<file path="src/rtl/brk_pkg.sv">
package brk_pkg;
  // Filter length: 1 for select 0, otherwise select+1 limited to max_len
  function automatic int unsigned filt_len(input int unsigned sel, input int unsigned max_len);
    int unsigned n;
    if (sel == 0) n = 1;
    else if (sel + 1 > max_len) n = max_len;
    else n = sel + 1;
    return n;
  endfunction
endpackage

</file>
<file path="src/rtl/brk_sync.sv">
module brk_sync #(
  parameter int unsigned STAGES = 2
) (
  input  logic clk_i,
  input  logic rst_ni,
  input  logic d_i,
  output logic q_o
);
  logic [STAGES-1:0] sh_q;

  always_ff @(posedge clk_i or negedge rst_ni) begin
    if (!rst_ni) sh_q <= '0;
    else         sh_q <= {sh_q[STAGES-2:0], d_i};
  end

  assign q_o = sh_q[STAGES-1];
endmodule

</file>
<file path="src/rtl/brk_filter.sv">
module brk_filter #(
  parameter int unsigned SEL_W   = 4,
  parameter int unsigned MAX_LEN = 8
) (
  input  logic             clk_i,
  input  logic             rst_ni,
  input  logic             tick_i,
  input  logic [SEL_W-1:0] sel_i,
  input  logic             lvl_i,
  output logic             lvl_o
);
  localparam int unsigned CNT_W = $clog2(MAX_LEN + 1);

  logic [CNT_W-1:0] cnt_q;
  logic [CNT_W-1:0] len;
  logic             lvl_q;
  logic             take;

  always_comb begin
    len  = CNT_W'(brk_pkg::filt_len(int'(sel_i), MAX_LEN));
    // single-sample setting runs at clock rate
    take = (sel_i == '0) | tick_i;
  end

  always_ff @(posedge clk_i or negedge rst_ni) begin
    if (!rst_ni) begin
      cnt_q <= '0;
      lvl_q <= 1'b0;
    end else if (take) begin
      if (lvl_i != lvl_q) begin
        if ((cnt_q + CNT_W'(1)) >= len) begin
          lvl_q <= lvl_i;
          cnt_q <= '0;
        end else begin
          cnt_q <= cnt_q + CNT_W'(1);
        end
      end else begin
        cnt_q <= '0;
      end
    end
  end

  assign lvl_o = lvl_q;
endmodule

</file>
<file path="src/rtl/moe_core.sv">
module moe_core (
  input  logic clk_i,
  input  logic rst_ni,
  input  logic brk_act_i,
  input  logic auto_en_i,
  input  logic update_i,
  input  logic moe_set_i,
  output logic moe_o
);
  logic moe_q;

  always_ff @(posedge clk_i or negedge rst_ni) begin
    if (!rst_ni)                     moe_q <= 1'b0;
    else if (brk_act_i)              moe_q <= 1'b0;
    else if (moe_set_i)              moe_q <= 1'b1;
    else if (auto_en_i && update_i)  moe_q <= 1'b1;
  end

  // combinational kill: no edge needed to drop the enable
  assign moe_o = moe_q & ~brk_act_i;
endmodule

</file>
<file path="src/rtl/brk_bidir.sv">
module brk_bidir (
  input  logic clk_i,
  input  logic rst_ni,
  input  logic bidir_en_i,
  input  logic brk_act_i,
  input  logic disarm_set_i,
  output logic pin_oe_o,
  output logic disarm_o
);
  logic disarm_q;

  always_ff @(posedge clk_i or negedge rst_ni) begin
    if (!rst_ni)           disarm_q <= 1'b0;
    else if (disarm_set_i) disarm_q <= 1'b1;
    else if (!brk_act_i)   disarm_q <= 1'b0;
  end

  assign pin_oe_o = bidir_en_i & brk_act_i & ~disarm_q;
  assign disarm_o = disarm_q;
endmodule

</file>
<file path="src/rtl/brk_moe_ctrl.sv">
module brk_moe_ctrl #(
  parameter int unsigned SYNC_STAGES = 2,
  parameter int unsigned FILT_SEL_W  = 4,
  parameter int unsigned FILT_MAX    = 8
) (
  input  logic                  clk_i,
  input  logic                  rst_ni,
  input  logic                  brk_pin_i,
  input  logic                  fault_i,
  input  logic                  brk_en_i,
  input  logic                  brk_pol_i,
  input  logic                  auto_en_i,
  input  logic [FILT_SEL_W-1:0] filt_sel_i,
  input  logic                  bidir_en_i,
  input  logic                  sample_tick_i,
  input  logic                  update_i,
  input  logic                  moe_set_i,
  input  logic                  disarm_set_i,
  output logic                  moe_o,
  output logic                  pin_oe_o,
  output logic                  disarm_o
);
  logic pin_sync;
  logic pin_act;
  logic pin_filt;
  logic brk_act;

  brk_sync #(.STAGES(SYNC_STAGES)) u_sync (
    .clk_i (clk_i),
    .rst_ni(rst_ni),
    .d_i   (brk_pin_i),
    .q_o   (pin_sync)
  );

  assign pin_act = brk_pol_i ? pin_sync : ~pin_sync;

  brk_filter #(.SEL_W(FILT_SEL_W), .MAX_LEN(FILT_MAX)) u_filt (
    .clk_i (clk_i),
    .rst_ni(rst_ni),
    .tick_i(sample_tick_i),
    .sel_i (filt_sel_i),
    .lvl_i (pin_act),
    .lvl_o (pin_filt)
  );

  assign brk_act = brk_en_i & (pin_filt | fault_i);

  moe_core u_moe (
    .clk_i    (clk_i),
    .rst_ni   (rst_ni),
    .brk_act_i(brk_act),
    .auto_en_i(auto_en_i),
    .update_i (update_i),
    .moe_set_i(moe_set_i),
    .moe_o    (moe_o)
  );

  brk_bidir u_bidir (
    .clk_i       (clk_i),
    .rst_ni      (rst_ni),
    .bidir_en_i  (bidir_en_i),
    .brk_act_i   (brk_act),
    .disarm_set_i(disarm_set_i),
    .pin_oe_o    (pin_oe_o),
    .disarm_o    (disarm_o)
  );
endmodule

</file>
<file path="config.mk">
export PLATFORM = sky130hd
export DESIGN_NAME = brk_moe_ctrl
export DESIGN_NICKNAME = d
export VERILOG_FILES = /design/src/rtl/brk_pkg.sv /design/src/rtl/brk_sync.sv /design/src/rtl/brk_filter.sv /design/src/rtl/moe_core.sv /design/src/rtl/brk_bidir.sv /design/src/rtl/brk_moe_ctrl.sv
export SDC_FILE = /design/constraint.sdc
export NUM_CORES = 1
export LEC_CHECK = 0
export BUFFER_PORTS_ARGS = -buffer_cell sky130_fd_sc_hd__buf_2
export CAP_MARGIN = 15
export CORE_MARGIN = 10
export CORE_UTILIZATION = 49
export DETAILED_ROUTE_END_ITERATION = 6
export GPL_TIMING_DRIVEN = 0
export PLACE_DENSITY = 0.76
export SETUP_SLACK_MARGIN = 0.4
export SLEW_MARGIN = 5
export SYNTH_ARGS = -nofsm -noshare
export SYNTH_HDL_FRONTEND = slang
export SYNTH_SLANG_ARGS = --single-unit
</file>
<file path="constraint.sdc">
create_clock -name clk_i -period 2.1 [get_ports clk_i]
set_input_delay 0.21 -clock clk_i [delete_from_list [all_inputs] [get_ports clk_i]]
set_output_delay 0.21 -clock clk_i [all_outputs]
set_load 0.01 [all_outputs]
</file>
==> results.py <==
metrics = {
    "synth": {
        "syn_area_sq_um": 675.6,
        "yosys.area.top_type_share_pct": 33.33,
        "ys_seq_area_share_pct": 33.33,
        "synth_common_cells": "dfrtp_1 (9), ha_1 (8), nand2_1 (8), o21ai_0 (5)",
        "synth_seq_cells": 9,
        "synth_cells": 69,
        "yosys.area.top_type": "dfrtp_1",
        "yosysWarnings": 0,
        "ys_types": 31,
        "synth_edf_count": 0,
        "syn_avg_cell_area_sq_um": 9.792,
        "async_flop_share_pct": 100.0,
        "synth_top_flop_cell": "dfrtp_1",
        "synthTopCellsByArea": "dfrtp_1 (33%), ha_1 (15%), nand2_1 (4.4%), nor3b_2 (3.7%), o21ai_0 (3.7%)",
        "synth_fp_nets": 93,
        "synth_most_common_cell": "dfrtp_1",
    },
    "placement": {
        "place_inst": 102,
        "portBuffers": 18,
        "dpl.hpwl_um": 1293,
        "placed_area_sq_um": 805.8,
        "gp_congestion": 0.8215,
    },
    "worst_setup_path": {
        "arrival_ns": 2.19,
        "r2r_cells": 8,
        "critPathMaxFanout": 4,
        "rr_startpoint": "u_filt.cnt_q[0]",
        "path_buf_inv": 2,
        "end_kind": "flip-flop",
        "endpoint": "u_filt.cnt_q[2]",
        "r2r_slack_ns": 0.09,
        "worst-setup-path-type": "in -> reg",
        "cp_slowest_cell": "o211ai_2",
        "cp.depth": 12,
        "cp_top_family": "compound AO/OA/AOI/OAI gates",
        "crit_required_ns": 2.25,
        "crit_path_max_incr_delay_ns": 0.30,
        "crit_start": "filt_sel_i[1]",
        "reg2reg_to": "u_filt.cnt_q[2]",
        "path_cells": "buf_8, ha_4, nor2b_2, and4_1, nor3_2, nand3b_1, ha_1, o211ai_1, o211ai_2, buf_4, o21ai_2, a21o_1",
        "startpoint_type": "input pin",
    },
    "clock_network": {
        "cts_max_level": 1,
        "tritoncts": "done",
        "clock_path_buffers": 2,
        "cts.clk_slew.worst_paths_ns": 0.06,
        "clock_latency_ns": 0.26,
        "cts_made_buffers": 3,
        "cts.root.buffer_cell": "clkbuf_4",
        "clock-sinks": 9,
    },
    "power": {
        "p_leak_nw": 0.4859,
        "clkPwrFrac_pct": 17.9,
        "seqPwrFrac_pct": 32.8,
        "p_sw_mw": 0.2606,
        "irDropWorstVdd_uv": 555.8,
        "intPower_mw": 0.4734,
        "combPwrFrac_pct": 49.3,
        "p_sw_share_pct": 35.50,
        "powerDensity_mw_per_mm2": 758.9,
    },
    "grt": {
        "grt_usage_pct": 11.73,
        "grt_max_degree": 10,
        "antenna_found_initial": 0,
        "grt_pass1_vias": 702,
        "grt_pass1_wl_um": 3153,
        "overflow": 0,
    },
    "route": {
        "vias": 653,
        "via_per_inst": 5.534,
        "wire_per_inst_um": 16.35,
        "drc": 0,
        "antenna_left": 0,
        "routed_wl_um": 1929,
        "drt_iter0_drc": 6,
        "drtPass1Iterations": 4,
    },
    "floorplanning": {
        "coreArea_sq_mm": 0.001301,
        "die_h_um": 57.14,
        "pin_count": 19,
        "num_rows": 13,
        "initial_core_util_pct": 51.92,
        "die-area_sq_mm": 0.003264,
        "die_w_um": 57.14,
    },
    "layout": {
        "drive_gt1_share_pct": 43.69,
        "areaGrowthSynthToFinish_pct": 43.15,
        "regArea_sq_um": 225.2,
        "fin_nets": 128,
        "final_cell_area_sq_um": 967.2,
        "instances_no_fill": 118,
        "diodes": 0,
        "multi_input_area_sq_um": 478.0,
        "final.fill_count": 90,
    },
    "sta": {
        "grt_setup_unrepaired": "true",
        "slew_headroom_pct": 70.81,
        "fin_skew_ns": 0.003140,
        "worstMarginPinSlew_ns": 0.4363,
        "fin_crit_ns": 2.037,
        "finalHoldWorstSlack_ns": 0.05696,
        "hold_violations": 0,
        "max_freq_mhz": 490.8,
        "slew_violations": 0,
        "period_share_pct": 97.02,
        "setup_viol": 0,
    },
    "job": {
        "max_cap_viol_count": 0,
    },
    "run_status": {
        "outcome": "complete, no violations",
    },
    "min_path": {
        "worstHoldPathType": "in -> reg",
    },
}
[metrics by stage]
stage | util (%) | setup TNS [ns] | setup slack (ns) | power, mW
floorplan | - | 0 | 0.1396 | 0.4180
global placement | 61.92 | -0.3142 | -0.1377 | 0.4836
detailed placement | 61.92 | -0.4970 | -0.1977 | 0.4934
CTS | 73.27 | 0 | 0.1529 | 0.7100
global route | 74.33 | -0.06069 | -0.03653 | 0.7935
finish | 74.33 | 0 | 0.06262 | 0.7340
[final cells by class]
type / instances / share of cell area, %
clock buffer: 4 / 2.717
timing repair buffer: 30 / 21.47
sequential: 9 / 23.29
multi-input combinational: 57 / 49.42
inverter: 3 / 1.164
tap: 15 / 1.940
[power groups by stage]
| stage | Clock [mW] | Sequential [mW] | Combinational, mW |
|---|---|---|---|
| floorplan | 0 | 0.236 | 0.182 |
| global placement | 0 | 0.241 | 0.242 |
| detailed placement | 0 | 0.244 | 0.249 |
| CTS | 0.138 | 0.238 | 0.334 |
| global route | 0.148 | 0.247 | 0.398 |
| finish | 0.131 | 0.241 | 0.362 |
[flip-flops by register name, summed over array words and instances (netlist names)]
register and flops:
u_bidir.disarm_o 1, u_filt.cnt_q 4, u_filt.lvl_o 1, u_moe.moe_q 1
u_sync.sh_q 2
[routing by layer]
metal / up-vias / track usage [%] / routed length, um
li1: 318 / - / -
met1: 311 / 13.11 / 762
met2: 18 / 20.78 / 1026
met3: 6 / 2.434 / 75
met4: 0 / 5.034 / 65
met5: - / 0 / 0
[cells in the final DEF (no fill, tap or decap), types with 2 or more instances in the layout]
| master | Yosys | layout |
|---|---|---|
| nand2_1 | 8 | 8 |
| buf_4 | 0 | 11 |
| dfrtp_1 | 9 | 9 |
| a21oi_1 | 2 | 2 |
| xnor2_1 | 2 | 2 |
| clkbuf_4 | 0 | 3 |
| o21ai_2 | 0 | 2 |
| nor3b_2 | 2 | 2 |
| ha_1 | 8 | 6 |
| o21ai_0 | 5 | 2 |
| nor3_2 | 0 | 2 |
| buf_2 | 0 | 16 |
| inv_1 | 3 | 3 |
| nor2_1 | 3 | 3 |
| a21o_1 | 3 | 3 |
| o21ai_1 | 1 | 2 |
| a31oi_1 | 2 | 2 |
| xor2_1 | 2 | 2 |
[worst reg2reg max path: stages, from the launching register on]
cell	delay, ns
dfrtp_1	0.42
ha_2	0.23
xor2_1	0.15
ha_1	0.28
o211ai_1	0.13
o211ai_2	0.31
buf_4	0.17
o21ai_2	0.04
a21o_1	0.18
[how the worst min path moves through the flow]
| stage | start | endpoint | slack, ns | depth (start not counted) |
|---|---|---|---|---|
| 6_report | brk_pin_i | u_sync.sh_q[0] | 0.06 | 1 |
| 5_1_grt | brk_pin_i | u_sync.sh_q[0] | 0.04 | 1 |
| 4_1_cts | brk_pin_i | u_sync.sh_q[0] | 0.05 | 1 |
| 3_5_place_dp | rst_ni | u_filt.lvl_o | 0.07 | 1 |
| 3_3_place_gp | rst_ni | u_filt.lvl_o | 0.06 | 1 |
| 2_1_floorplan | rst_ni | u_bidir.disarm_o | -0.09 | 0 |
[kinds of logic (layout without fill, tap and decap cells)]
| group | count (synthesis) | count (layout) | synth area share, % |
|---|---|---|---|
| AND/OR/NAND/NOR | 25 | 25 | 22.41 |
| AO/OA/AOI/OAI | 18 | 18 | 17.59 |
| flip-flops | 9 | 9 | 33.33 |
| adder cells (fa/ha/maj) | 8 | 8 | 14.82 |
| XOR/XNOR | 5 | 5 | 8.519 |
| buffers and inverters | 3 | 37 | 1.667 |
| multiplexers | 1 | 1 | 1.667 |
[repair_timing]
| action | 4_1_cts | 5_1_grt |
|---|---|---|
| buffers inserted | 11 | 0 |
| hold buffers | 1 | 0 |
| endpoints found under the setup margin | 5 | 5 |
| gates resized for setup | 8 | 4 |
| hold endpoints to repair | 9 | 0 |
| pin swaps | 8 | 5 |
(Power assumes the default switching activity.)
